File: src/rtl/ptp_det_pkg.sv
package ptp_det_pkg;

   typedef enum logic [2:0] {
      SEC_ETH,
      SEC_IP,
      SEC_UDP,
      SEC_PTP,
      SEC_IDLE
   } sec_e;

   // layer offsets and lengths
   localparam int MAC_HDR_LEN   = 14;
   localparam int TAG_LEN       = 4;
   localparam int IP_MIN_IHL    = 5;
   localparam int IP_PROTO_OFF  = 9;
   localparam int UDP_HDR_LEN   = 8;
   localparam int UDP_DPORT_OFF = 2;
   localparam int PTP_TYPE_OFF  = 0;
   localparam int PTP_DOM_OFF   = 4;
   localparam int PTP_PORT_OFF  = 20;
   localparam int PTP_SEQ_OFF   = 30;
   localparam int PTP_LAST_OFF  = 31;

   localparam logic [15:0] TYPE_IPV4 = 16'h0800;
   localparam logic [15:0] TYPE_TAG  = 16'h8100;
   localparam logic [7:0]  PROTO_UDP = 8'd17;
   localparam logic [3:0]  MSG_SYNC  = 4'd0;
   localparam logic [3:0]  MSG_DREQ  = 4'd1;

endpackage

File: src/rtl/ptp_det_walker.sv
module ptp_det_walker
   import ptp_det_pkg::*;
#(
   parameter int          IDX_W      = 8,
   parameter bit          VLAN_EN    = 1'b1,
   parameter logic [15:0] EVENT_PORT = 16'd319
) (
   input  logic             clk,
   input  logic             rst_n,
   input  logic             frame_start,
   input  logic             byte_valid,
   input  logic [7:0]       byte_data,
   output logic             ptp_take,
   output logic [IDX_W-1:0] ptp_idx
);

   localparam logic [IDX_W-1:0] L_MAC   = IDX_W'(MAC_HDR_LEN);
   localparam logic [IDX_W-1:0] L_TAGGED = IDX_W'(MAC_HDR_LEN + TAG_LEN);
   localparam logic [IDX_W-1:0] L_PROTO = IDX_W'(IP_PROTO_OFF);
   localparam logic [IDX_W-1:0] L_DPORT = IDX_W'(UDP_DPORT_OFF);
   localparam logic [IDX_W-1:0] L_UDPE  = IDX_W'(UDP_HDR_LEN - 1);
   localparam logic [IDX_W-1:0] L_PTPE  = IDX_W'(PTP_LAST_OFF);

   sec_e             sec_q, cur_sec, nxt_sec;
   logic [IDX_W-1:0] idx_q, cur_idx, nxt_idx;
   logic             vlan_q, cur_vlan, nxt_vlan;
   logic [3:0]       ihl_q, nxt_ihl;
   logic [7:0]       hi_q, nxt_hi;
   logic [15:0]      word;
   logic [IDX_W-1:0] mac_len;
   logic [IDX_W-1:0] ip_end;
   logic             tag_ok;

   generate
      if (VLAN_EN) begin : g_tag
         assign tag_ok  = !cur_vlan;
         assign mac_len = cur_vlan ? L_TAGGED : L_MAC;
      end else begin : g_notag
         assign tag_ok  = 1'b0;
         assign mac_len = L_MAC;
      end
   endgenerate

   always_comb begin
      cur_sec  = frame_start ? SEC_ETH : sec_q;
      cur_idx  = frame_start ? '0 : idx_q;
      cur_vlan = frame_start ? 1'b0 : vlan_q;
      word     = {hi_q, byte_data};
      ip_end   = IDX_W'({ihl_q, 2'b00}) - IDX_W'(1);

      nxt_sec  = cur_sec;
      nxt_idx  = cur_idx + IDX_W'(1);
      nxt_vlan = cur_vlan;
      nxt_ihl  = ihl_q;
      nxt_hi   = hi_q;

      case (cur_sec)
         SEC_ETH: begin
            if (cur_idx == mac_len - IDX_W'(2)) begin
               nxt_hi = byte_data;
            end else if (cur_idx == mac_len - IDX_W'(1)) begin
               if (word == TYPE_TAG && tag_ok) begin
                  nxt_vlan = 1'b1;
               end else if (word == TYPE_IPV4) begin
                  nxt_sec = SEC_IP;
                  nxt_idx = '0;
               end else begin
                  nxt_sec = SEC_IDLE;
               end
            end
         end
         SEC_IP: begin
            if (cur_idx == '0) begin
               if (byte_data[7:4] != 4'd4 || byte_data[3:0] < 4'(IP_MIN_IHL))
                  nxt_sec = SEC_IDLE;
               else
                  nxt_ihl = byte_data[3:0];
            end else if (cur_idx == L_PROTO && byte_data != PROTO_UDP) begin
               nxt_sec = SEC_IDLE;
            end else if (cur_idx == ip_end) begin
               nxt_sec = SEC_UDP;
               nxt_idx = '0;
            end
         end
         SEC_UDP: begin
            if (cur_idx == L_DPORT) begin
               nxt_hi = byte_data;
            end else if (cur_idx == L_DPORT + IDX_W'(1)) begin
               if (word != EVENT_PORT) nxt_sec = SEC_IDLE;
            end else if (cur_idx == L_UDPE) begin
               nxt_sec = SEC_PTP;
               nxt_idx = '0;
            end
         end
         SEC_PTP: begin
            if (cur_idx == L_PTPE) nxt_sec = SEC_IDLE;
         end
         default: begin
            nxt_idx = cur_idx;
         end
      endcase
   end

   always_ff @(posedge clk or negedge rst_n) begin
      if (!rst_n) begin
         sec_q  <= SEC_IDLE;
         idx_q  <= '0;
         vlan_q <= 1'b0;
         ihl_q  <= '0;
         hi_q   <= '0;
      end else if (byte_valid) begin
         sec_q  <= nxt_sec;
         idx_q  <= nxt_idx;
         vlan_q <= nxt_vlan;
         ihl_q  <= nxt_ihl;
         hi_q   <= nxt_hi;
      end
   end

   assign ptp_take = byte_valid && (cur_sec == SEC_PTP);
   assign ptp_idx  = cur_idx;

endmodule

File: src/rtl/ptp_det_field.sv
module ptp_det_field #(
   parameter int IDX_W  = 8,
   parameter int NBYTES = 2,
   parameter int OFFSET = 0
) (
   input  logic                  clk,
   input  logic                  rst_n,
   input  logic                  take,
   input  logic [IDX_W-1:0]      idx,
   input  logic [7:0]            data,
   output logic [8*NBYTES-1:0]   value
);

   generate
      for (genvar k = 0; k < NBYTES; k++) begin : g_byte
         logic [7:0] q;
         always_ff @(posedge clk or negedge rst_n) begin
            if (!rst_n)
               q <= '0;
            else if (take && idx == IDX_W'(OFFSET + k))
               q <= data;
         end
         assign value[8*(NBYTES-1-k) +: 8] = q;
      end
   endgenerate

endmodule

File: src/rtl/ptp_det_qual.sv
module ptp_det_qual
   import ptp_det_pkg::*;
#(
   parameter int SUBDOM_W = 8
) (
   input  logic                clk,
   input  logic                rst_n,
   input  logic                last_take,
   input  logic [3:0]          msg_type,
   input  logic [SUBDOM_W-1:0] dom,
   input  logic                cfg_master,
   input  logic                cfg_rx_path,
   input  logic [SUBDOM_W-1:0] cfg_subdomain,
   output logic                strobe
);

   logic [3:0] want;
   logic       hit;

   // master: Sync out, Delay_Req in; slave: the reverse
   assign want = (cfg_master == cfg_rx_path) ? MSG_DREQ : MSG_SYNC;
   assign hit  = last_take && (msg_type == want) && (dom == cfg_subdomain);

   always_ff @(posedge clk or negedge rst_n) begin
      if (!rst_n) strobe <= 1'b0;
      else        strobe <= hit;
   end

endmodule

File: src/rtl/ptp_event_detector.sv
module ptp_event_detector
   import ptp_det_pkg::*;
#(
   parameter int          IDX_W         = 8,
   parameter int          SUBDOM_W      = 8,
   parameter int          PORT_ID_BYTES = 10,
   parameter bit          VLAN_EN       = 1'b1,
   parameter logic [15:0] EVENT_PORT    = 16'd319
) (
   input  logic                       clk,
   input  logic                       rst_n,
   input  logic                       frame_start,
   input  logic                       byte_valid,
   input  logic [7:0]                 byte_data,
   input  logic                       cfg_master,
   input  logic                       cfg_rx_path,
   input  logic [SUBDOM_W-1:0]        cfg_subdomain,
   output logic                       cap_strobe,
   output logic [3:0]                 cap_msg_type,
   output logic [SUBDOM_W-1:0]        cap_subdomain,
   output logic [15:0]                cap_seq_id,
   output logic [8*PORT_ID_BYTES-1:0] cap_port_id
);

   generate
      if (IDX_W < 6) begin : g_bad_idx
         $error("IDX_W must reach the 60-byte IP header");
      end
      if (SUBDOM_W < 1 || SUBDOM_W > 8) begin : g_bad_dom
         $error("SUBDOM_W must be 1..8");
      end
      if (PORT_ID_BYTES < 1 || PORT_ID_BYTES > PTP_SEQ_OFF - PTP_PORT_OFF) begin : g_bad_port
         $error("PORT_ID_BYTES overlaps the sequence field");
      end
   endgenerate

   logic             ptp_take;
   logic [IDX_W-1:0] ptp_idx;
   logic [7:0]       type_byte;
   logic [7:0]       dom_byte;

   ptp_det_walker #(
      .IDX_W(IDX_W), .VLAN_EN(VLAN_EN), .EVENT_PORT(EVENT_PORT)
   ) u_walker (
      .clk(clk), .rst_n(rst_n),
      .frame_start(frame_start), .byte_valid(byte_valid), .byte_data(byte_data),
      .ptp_take(ptp_take), .ptp_idx(ptp_idx)
   );

   ptp_det_field #(.IDX_W(IDX_W), .NBYTES(1), .OFFSET(PTP_TYPE_OFF)) u_type (
      .clk(clk), .rst_n(rst_n), .take(ptp_take), .idx(ptp_idx),
      .data(byte_data), .value(type_byte)
   );

   ptp_det_field #(.IDX_W(IDX_W), .NBYTES(1), .OFFSET(PTP_DOM_OFF)) u_dom (
      .clk(clk), .rst_n(rst_n), .take(ptp_take), .idx(ptp_idx),
      .data(byte_data), .value(dom_byte)
   );

   ptp_det_field #(.IDX_W(IDX_W), .NBYTES(PORT_ID_BYTES), .OFFSET(PTP_PORT_OFF)) u_port (
      .clk(clk), .rst_n(rst_n), .take(ptp_take), .idx(ptp_idx),
      .data(byte_data), .value(cap_port_id)
   );

   ptp_det_field #(.IDX_W(IDX_W), .NBYTES(2), .OFFSET(PTP_SEQ_OFF)) u_seq (
      .clk(clk), .rst_n(rst_n), .take(ptp_take), .idx(ptp_idx),
      .data(byte_data), .value(cap_seq_id)
   );

   assign cap_msg_type  = type_byte[3:0];
   assign cap_subdomain = dom_byte[SUBDOM_W-1:0];

   ptp_det_qual #(.SUBDOM_W(SUBDOM_W)) u_qual (
      .clk(clk), .rst_n(rst_n),
      .last_take(ptp_take && ptp_idx == IDX_W'(PTP_LAST_OFF)),
      .msg_type(cap_msg_type), .dom(cap_subdomain),
      .cfg_master(cfg_master), .cfg_rx_path(cfg_rx_path),
      .cfg_subdomain(cfg_subdomain),
      .strobe(cap_strobe)
   );

endmodule

File: config.mk
export PLATFORM = sky130hd
export DESIGN_NAME = ptp_event_detector
export DESIGN_NICKNAME = d
export VERILOG_FILES = /design/src/rtl/ptp_det_pkg.sv /design/src/rtl/ptp_det_walker.sv /design/src/rtl/ptp_det_field.sv /design/src/rtl/ptp_det_qual.sv /design/src/rtl/ptp_event_detector.sv
export SDC_FILE = /design/constraint.sdc
export NUM_CORES = 1
export LEC_CHECK = 0
export ABC_AREA = 0
export BUFFER_PORTS_ARGS = -buffer_cell sky130_fd_sc_hd__buf_2
export CORE_MARGIN = 2
export CORE_UTILIZATION = 49
export DETAILED_ROUTE_END_ITERATION = 8
export PLACE_DENSITY = 0.75
export SKIP_CTS_REPAIR_TIMING = 1
export SKIP_LAST_GASP = 1
export SLEW_MARGIN = 5
export SYNTH_ARGS = -nofsm -noshare
export SYNTH_HDL_FRONTEND = slang
export SYNTH_SLANG_ARGS = --single-unit
export TNS_END_PERCENT = 1
File: constraint.sdc
create_clock -name clk -period 2.2 [get_ports clk]
set_clock_uncertainty 0.2 [all_clocks]
set_input_delay 0.44 -clock clk [delete_from_list [all_inputs] [get_ports clk]]
set_output_delay 0.44 -clock clk [all_outputs]
set_load 0.005 [all_outputs]
== Word-level counts from Yosys, hierarchy flattened ==
Cells that the tools add are included.

* Register bits after elaboration: 133
* Bits of input ports: 22
* Output and inout bits: 109
* Logic and storage cells: 122

* Add/sub/neg operators: 4
* Magnitude comparators: 1
* Equal/unequal tests: 33
* Mux-type cells: 37
* Bitwise logic cells: 1
* Reduce and logical (&&, ||, !) cells: 26

{| class="wikitable"
|+ Operators by type and width
! kind !! count
|-
| 8-bit 2-to-1 mux || 13
|-
| 8-bit by 5-bit equality test with 1-bit output, second input constant || 12
|-
| 3-bit 2-to-1 mux || 14
|-
| 8-bit equality test || 4
|-
| 8-bit case mux with 4 select lines || 1
|-
| 1-bit logical AND || 19
|-
| 16-bit by 12-bit equality test with 1-bit output, second input constant || 1
|-
| 16-bit equality test, second input constant || 1
|-
| 8-bit by 2-bit equality test with 1-bit output, second input constant || 2
|-
| 8-bit by 3-bit equality test with 1-bit output, second input constant || 2
|-
| 16-bit by 9-bit != test with 1-bit output, second input constant || 1
|-
| 8-bit case mux with 2 select lines || 1
|-
| 3-bit case mux with 4 select lines || 1
|-
| 8-bit by 1-bit adder with 8-bit output, second input constant || 1
|-
| 8-bit by 4-bit equality test with 1-bit output, second input constant || 1
|-
| 8-bit zero test || 1
|-
| 8-bit by 5-bit != test with 1-bit output, second input constant || 1
|-
| 4-bit AND reduction || 2
|-
| 8-bit by 1-bit subtractor with 8-bit output, second input constant || 1
|-
| 8-bit by 2-bit subtractor with 8-bit output, second input constant || 1
|-
| 6-bit by 1-bit subtractor with 7-bit output, second input constant || 1
|-
| 3-bit by 2-bit equality test with 1-bit output, second input constant || 2
|-
| 1-bit 2-to-1 mux || 6
|-
| 5-bit 2-to-1 mux || 1
|-
| other kinds (11) || 12
|}

== Longest topological paths before layout ==
Gate-level depths: netlist of the first run.

* Word-level depth: 7
* Mapped depth: 13
* Depth with buffers taken out: 10

== Modules after synthesis ==
From an unflattened synthesis of the first run, not the netlist that was laid out.

* Cells, all modules: 476
* Area, all modules: 6396.1 µm²

{| class="wikitable"
|+ By module, submodules not included
! module !! instances !! cells each !! area each (µm²) !! seq. area each (µm²)
|-
| ptp_det_field (u_port) || 1 || 181 || 3121.7 || 2001.9
|-
| ptp_det_walker || 1 || 199 || 1747.9 || 601.8
|-
| ptp_det_field (u_seq) || 1 || 37 || 663.1 || 400.4
|-
| ptp_det_field (u_dom) || 1 || 19 || 342.8 || 200.2
|-
| ptp_det_field (u_type) || 1 || 20 || 340.3 || 200.2
|-
| ptp_det_qual || 1 || 16 || 148.9 || 25.0
|-
| ptp_event_detector || 1 || 4 || 31.3 || 0.0
|}

== Worst setup path after synthesis of the first run ==
Ideal clock, no wire load.

* Kind: in2reg
* Start: in frame_start
* End: reg u_seq.g_byte[1].q[5]
* Library setup time: 0.125 ns
* Data arrival time: 2.376 ns
* Required time: 1.875 ns
* Slack: -0.501 ns
* Stages on the path: 10
* Path buffers: 3
* Path through: buf_4 > inv_1 > buf_2 > nand2_1 > inv_1 > ha_1 > buf_1 > nand4_1 > nor2_2 > mux2_2

* Word-level cells in the longest chain between the ends: 4
* Elaborated cells on any way between the ends: 6
* Those cells by class: 2 x eq/ne; 2 x mux; 2 x reduce/logical

{| class="wikitable"
|+ Ends and longest elaborated chain
! what !! RTL line !! RTL
|-
| from (decl) || ptp_event_detector.sv:12 || <nowiki>input logic frame_start,</nowiki>
|-
| 3-bit 2-to-1 mux || ptp_det_walker.sv:45 || <nowiki>cur_sec = frame_start ? SEC_ETH : sec_q;</nowiki>
|-
| 3-bit by 2-bit equality test with 1-bit output || ptp_det_walker.sv:120 || <nowiki>assign ptp_take = byte_valid && (cur_sec == SEC_PTP);</nowiki>
|-
| 1-bit logical AND || ptp_det_walker.sv:120 ||
|-
| 1-bit logical AND (*) || ptp_det_field.sv:20 || <nowiki>else if (take && idx == IDX_W'(OFFSET + k))</nowiki>
|-
| to (signal assigned) || ptp_det_field.sv:21 || <nowiki>q <= data;</nowiki>
|-
| to (decl) || ptp_det_field.sv:16 || <nowiki>logic [7:0] q;</nowiki>
|}

Every way passes the cells marked *; elsewhere a longest branch is shown, timed or not.
A chain may end at the register's enable or synchronous reset.

== Worst setup path in the final report of the first run ==
* Start: reg u_walker.idx_q[5]
* End: reg u_port.g_byte[4].q[1]

* Word-level cells in the longest chain between the ends: 3

{| class="wikitable"
|+ Ends and longest elaborated chain
! what !! RTL line !! RTL
|-
| from (decl) || ptp_det_walker.sv:25 || <nowiki>logic [IDX_W-1:0] idx_q, cur_idx, nxt_idx;</nowiki>
|-
| from (signal assigned) || ptp_det_walker.sv:113 || <nowiki>idx_q <= nxt_idx;</nowiki>
|-
| 8-bit 2-to-1 mux || ptp_det_walker.sv:46 || <nowiki>cur_idx = frame_start ? '0 : idx_q;</nowiki>
|-
| 8-bit by 5-bit equality test with 1-bit output || ptp_det_field.sv:20 ||
|-
| 1-bit logical AND || ptp_det_field.sv:20 ||
|-
| to (signal assigned) || ptp_det_field.sv:21 ||
|-
| to (decl) || ptp_det_field.sv:16 ||
|}

Every way passes these cells.

==> flow_summary.toml, run 1 <==
[layout]
diodes = 0
fin_util_pct = 68.3
layout.nets = 698
syn2layout_area_growth_pct = 35.3
fill_cells = 858
fin_cells = 850
drive_above_1_share_pct = 57.9

[setup_path]
rr_startpoint = "u_walker.idx_q[5]$_DFFE_PN0P_"
critPathKind = "register to register"
cp-endpoint = "u_port.g_byte[4].q[1]$_DFFE_PN0P_"
worstPathMaxFanout = 4
r2r_setup_slack_ns = -0.02
start_kind = "register"
r2r-end = "u_port.g_byte[4].q[1]$_DFFE_PN0P_"
r2r_cells = 6
cp_slowest_cell = "dfrtp_2"
cp_top_family = "simple AND/OR/NAND/NOR gates"
path_cells = "nor4_4, and2_2, nand2_1, nor2_2, buf_4, mux2_2"
worstPathRequired_ns = 2.30
crit_path_start = "u_walker.idx_q[5]$_DFFE_PN0P_"
cp.depth = 6
crit_buf_inv = 1
crit_arrival_ns = 2.32
critPathMaxStageDelay_ns = 0.46
worstSetupEndpointType = "register"

[floorplanning]
start_util_pct = 50.5
floorplan.rows = 40
die_area_sq_um = 13300
dieWidth_um = 115
core_sq_um = 12100
io_pins = 131
fp.dieH_um = 115

[power_and_ir_drop]
switching_power_w = 0.00171
swShare_pct = 25.9
power.density_nw_per_um2 = 802
clock_power_share_pct = 44.9
vdd_drop_max_v = 0.000781
p_int_w = 0.00490
p_seq_share_pct = 41.2
pwr-share-comb_pct = 13.9
leakagePower_nw = 4.38

[sta]
setup_slack_ns = -0.0200
fin_tns_setup_ns = -0.104
holdWs_ns = 0.190
maxSlewHeadroom_pct = 59.1
tightest_slew_ns = 0.608
period_share_pct = 101
finalHoldViolCount = 0
rsz0062_at_grt = "true"
post-route-min-period_ns = 2.22
finalSetupViolCount = 15
maxSlewViolCount = 0
max_freq_ghz = 0.450

[yosys]
syn_area_per_cell_sq_um = 12.9
synthCells = 471
yosysUniqueCellTypes = 64
yosysMostFrequentCell = "dfrtp_1"
synth_nets = 498
synthTopCellsByCount = "dfrtp_1, mux2_2, nand2_1, nor2_1, clkbuf_1"
synthFlopType = "dfrtp_1"
synthTopCellsByArea = "dfrtp_1, mux2_2, nand2_1"
synth_seq_area_share_pct = 54.7
synth_edf_count = 0
post-synth-top-area-fraction_pct = 54.3
ys_ff_latch = 133
async_flop_share_pct = 100
synth_top_area_cell = "dfrtp_1"
ys.warnings.count = 0
syn-cell-area_sq_um = 6090

[status]
violations = "negative setup slack"
outcome = "complete, but fails checks"

[min_path]
min_from = "byte_valid"
whs_path_depth = 3
hold_path_class = "input pin to register"

[place]
routabilityCongestion = 0.957
port_buffers = 130
post-place-ws_ns = -0.285
hpwl_um = 12400
placed_cells = 818

[flow_run]
maxCapViolCount = 0

[detailed_routing]
wl_per_cell_um = 20.4
avgViaCountPerCell = 5.47
drc_errors = 0
wirelength_um = 17300
ant_nets = 0
route.vias.total = 4647
initialDrtViolationCount = 353
first_pass_iters = 5

[global_routing]
grt_usage_pct = 27.5
antenna_found_initial = 1
grt_pass1_vias = 5015
grt_max_degree = 40
grt_pass1_wl_um = 27400
grt_overflow = 0

[clocking]
cts_max_path_buffers = 2
htreeDepth = 4
cts_tree = "done"
cts.sinks = 133
clock_latency_ns = 0.42
path_clk_slew_ns = 0.06
numCtsBuffers = 17
root_buffer = "clkbuf_16"
-- sequential cells by signal (all words and copies together), names as in the netlist, 3 cells and up --
signal           count
u_walker.ihl_q       4
u_seq.g_byte.q      16
u_walker.hi_q        8
u_port.g_byte.q     80
u_dom.value          8
u_walker.sec_q       3
u_type.value         4
u_walker.idx_q       8
-- power by group through the flow --
stage | Sequential [W] | Clock [W] | Combinational (W)
finish | 0.00273 | 0.00297 | 0.000917
global route | 0.00274 | 0.00309 | 0.000991
CTS | 0.00272 | 0.00300 | 0.000878
detailed placement | 0.00276 | 0 | 0.000868
global placement | 0.00275 | 0 | 0.000844
floorplan | 0.00273 | 0 | 0.000467
-- kinds of logic (layout without fill, tap and decap cells) --
family	after synthesis	count (layout)	share of synthesized area (%)
flops	133	133	54.7
mux	120	120	22.2
simple gates	112	112	11.5
compound gates	48	48	5.78
buf+inv	39	250	2.63
xor+xnor	14	14	2.24
fa+ha+maj	5	5	1.03
-- final cells by class --
class                           instances  area (sq um)  share of cell area, %
Timing Repair Buffer                  206          1300                   15.8
Multi-Input combinational cell        299          2720                   33.1
Clock inverter                         10           145                   1.76
Inverter                               14          57.6                  0.699
Sequential cell                       133          3330                   40.5
Clock buffer                           20           467                   5.67
Tap cell                              168           210                   2.55
-- worst min path at each step --
stage                                    end  slack [ns]
6_report       u_walker.sec_q[2]$_DFFE_PN1P_        0.19
5_1_grt        u_walker.sec_q[2]$_DFFE_PN1P_        0.22
4_1_cts              u_qual.strobe$_DFF_PN0_       -0.19
3_5_place_dp         u_qual.strobe$_DFF_PN0_        0.25
3_3_place_gp         u_qual.strobe$_DFF_PN0_        0.25
2_1_floorplan     u_dom.value[0]$_DFFE_PN0P_       -0.06
-- layer usage --
layer / vias to the layer above / part of all wire [%] / GRT usage (%)
li1: 2089 / - / -
met1: 2364 / 40 / 34.1
met2: 161 / 52 / 46.0
met3: 33 / 5.6 / 7.95
met4: 0 / 2.2 / 9.88
met5: - / 0 / 0
-- layout by cell type, fill, tap and decap left out, types with 3 or more instances in the layout --
master     synthesis  final
buf_2              4    129
dfrtp_1          132    129
mux2_2           117    115
buf_4              2     70
nand2_1           26     24
nor2_1            17     17
clkbuf_16          0     17
xor2_1            11     11
inv_1             14     10
nand3_1            9      9
o21ai_0            9      9
nor4_1             6      6
a21oi_1            6      6
buf_12             0      6
nand2_4            3      5
nand4_1            5      5
nand2_2            5      5
nor3_1             5      5
o21ai_1            5      5
nor2_2             5      4
nand2b_1           3      3
nor2_4             2      3
nor2b_1            3      3
a32oi_1            3      3
ha_4               0      3
bufinv_16          0      3
inv_6              0      3
clkbuf_8           0      3
dfrtp_2            0      3
-- per-stage QoR --
step / power, W / area [sq um]
6_report: 0.00661 / 8240
3_5_place_dp: 0.00363 / 7540
5_1_grt: 0.00683 / 8240
4_1_cts: 0.00659 / 8150
3_3_place_gp: 0.00359 / 7540
2_1_floorplan: 0.00320 / 6180
-- worst reg2reg max path: cells and delay by family, from the launching register on --
family | cells | cell delay (ns)
multiplexers | 1 | 0.33
buffers and inverters | 1 | 0.16
AND/OR/NAND/NOR | 4 | 0.95
flip-flops | 1 | 0.46
No activity file was read; power rests on OpenSTA's default activity.
==> run 2, diff against run 1 <==
--- a/config.mk
+++ b/config.mk
@@ -8,9 +8,9 @@
 export ABC_AREA = 0
 export BUFFER_PORTS_ARGS = -buffer_cell sky130_fd_sc_hd__buf_2
 export CORE_MARGIN = 2
-export CORE_UTILIZATION = 49
+export CORE_UTILIZATION = 30
 export DETAILED_ROUTE_END_ITERATION = 8
-export PLACE_DENSITY = 0.75
+export PLACE_DENSITY = 0.5
 export SKIP_CTS_REPAIR_TIMING = 1
 export SKIP_LAST_GASP = 1
 export SLEW_MARGIN = 5
==> flow_summary.toml, run 2 (synthesis results as in run 1) <==
[sta]
setup_slack_ns = -0.0377
maxSlewHeadroom_pct = 65.6
tightest_slew_ns = 0.516
finalSetupViolCount = 9
rsz0062_at_grt = "true"
holdWs_ns = 0.174
fin_tns_setup_ns = -0.177
period_share_pct = 102
max_freq_ghz = 0.447
maxSlewViolCount = 0
finalHoldViolCount = 0
post-route-min-period_ns = 2.24

[setup_path]
worstPathMaxFanout = 7
rr_startpoint = "u_walker.idx_q[3]$_DFFE_PN0P_"
start_kind = "register"
r2r_cells = 6
r2r_setup_slack_ns = -0.04
crit_arrival_ns = 2.30
critPathKind = "register to register"
worstPathRequired_ns = 2.27
worstSetupEndpointType = "register"
r2r-end = "u_walker.sec_q[0]$_DFFE_PN0P_"

[power_and_ir_drop]
power.density_nw_per_um2 = 769
switching_power_w = 0.00164
clock_power_share_pct = 43.8
vdd_drop_max_v = 0.000473
pwr-share-comb_pct = 14.2
p_seq_share_pct = 42.0
leakagePower_nw = 4.46
swShare_pct = 25.2
p_int_w = 0.00486

[global_routing]
grt_max_degree = 45
grt_pass1_vias = 4871
antenna_found_initial = 0
grt_overflow = 0
grt_usage_pct = 16.5
grt_pass1_wl_um = 27300

[status]
violations = "negative setup slack"
outcome = "complete, but fails checks"

[clocking]
cts_max_path_buffers = 2
numCtsBuffers = 17
path_clk_slew_ns = 0.06
htreeDepth = 4
cts_tree = "done"
root_buffer = "clkbuf_16"
cts.sinks = 133
clock_latency_ns = 0.42

[layout]
reg_top3 = "u_port.g_byte.q (80), u_seq.g_byte.q (16)"
drive_above_1_share_pct = 58.7
diodes = 0
largest_reg_flops = 80
layout.nets = 704
layout_common_cells = "buf_2, dfrtp_1, mux2_2, buf_4, nand2_1"
stdcell_area_sq_um = 8450
fin_cells = 957
syn2layout_area_growth_pct = 38.8
top_register = "u_port.g_byte.q"
final_common_cell = "buf_2"

[floorplanning]
fp.dieH_um = 146
io_pins = 131
start_util_pct = 30.3
dieWidth_um = 146
floorplan.rows = 52
core_sq_um = 20100
die_area_sq_um = 21400

[place]
routabilityCongestion = 0.868
port_buffers = 130
hpwl_um = 12400
place_area_sq_um = 7710
placed_cells = 922

[detailed_routing]
ant_nets = 0
drc_errors = 0
highest_layer = "met4"
wl_per_cell_um = 17.9
wl_met1_um = 7280
route.vias.total = 4572
avgViaCountPerCell = 4.78
met2_wirelength_um = 8560
first_pass_iters = 5
initialDrtViolationCount = 205
wl_met3_um = 1070
wirelength_um = 17200

[min_path]
whs_path_depth = 3
min_from = "byte_valid"
holdPathEnd = "u_walker.sec_q[2]$_DFFE_PN1P_"
hold_path_class = "input pin to register"

[flow_run]
maxCapViolCount = 0
run 2: changes by cell type in the layout (fill, tap and decap cells not counted), moves of 2 or more:
| cell | previous run | this run |
|---|---|---|
| buf_12 | 6 | 8 |
| buf_4 | 70 | 74 |
| clkinvlp_4 | 2 | 4 |
| inv_6 | 3 | 0 |
| nand2_2 | 5 | 1 |
| nand2_4 | 5 | 9 |
| nor4bb_2 | 2 | 0 |
| nor4bb_4 | 0 | 2 |
run 2: area by class of cell:
cell class | count | area (sq um)
Fill cell | 1892 | 11700
Sequential cell | 133 | 3330
Multi-Input combinational cell | 299 | 2760
Timing Repair Buffer | 212 | 1370
Clock buffer | 20 | 457
Tap cell | 270 | 338
Clock inverter | 9 | 130
Inverter | 14 | 57.6
run 2: worst max path at each step:
| stage | from | endpoint |
|---|---|---|
| floorplan | frame_start | u_walker.ihl_q[2]$_DFFE_PN0P_ |
| global placement | frame_start | u_port.g_byte[3].q[4]$_DFFE_PN0P_ |
| detailed placement | frame_start | u_port.g_byte[3].q[4]$_DFFE_PN0P_ |
| CTS | u_walker.idx_q[3]$_DFFE_PN0P_ | u_walker.sec_q[0]$_DFFE_PN0P_ |
| global route | u_walker.ihl_q[0]$_DFFE_PN0P_ | u_walker.sec_q[0]$_DFFE_PN0P_ |
| finish | u_walker.idx_q[3]$_DFFE_PN0P_ | u_walker.sec_q[0]$_DFFE_PN0P_ |
run 2: per-layer routing:
metal / GRT usage [%] / up-vias
met5: 0 / -
met4: 5.29 / 0
met3: 5.28 / 15
met2: 27.8 / 105
met1: 20.2 / 2348
li1: - / 2104
run 2: worst max-delay path: stages, from the launching register on:
cell      delay [ns]
dfrtp_2         0.47
or3b_4          0.42
a211o_1         0.29
a21o_4          0.23
a21boi_2        0.16
o211ai_1        0.18
a32oi_1         0.14
run 2: power by group through the flow:
| stage | logic, W | clock network, W | registers [W] |
|---|---|---|---|
| 2_1_floorplan | 0.000467 | 0 | 0.00273 |
| 4_1_cts | 0.000881 | 0.00290 | 0.00272 |
| 6_report | 0.000920 | 0.00284 | 0.00273 |
| 3_5_place_dp | 0.000875 | 0 | 0.00276 |
| 3_3_place_gp | 0.000857 | 0 | 0.00276 |
| 5_1_grt | 0.00101 | 0.00302 | 0.00274 |
run 2: metrics by stage:
stage               worst slack, ns  power [W]  utilization [%]
floorplan                    -0.130    0.00320                -
global placement             -0.240    0.00361             38.3
detailed placement           -0.254    0.00364             38.3
CTS                          -0.154    0.00650             41.3
global route                -0.0930    0.00678             42.0
finish                      -0.0377    0.00649             42.0
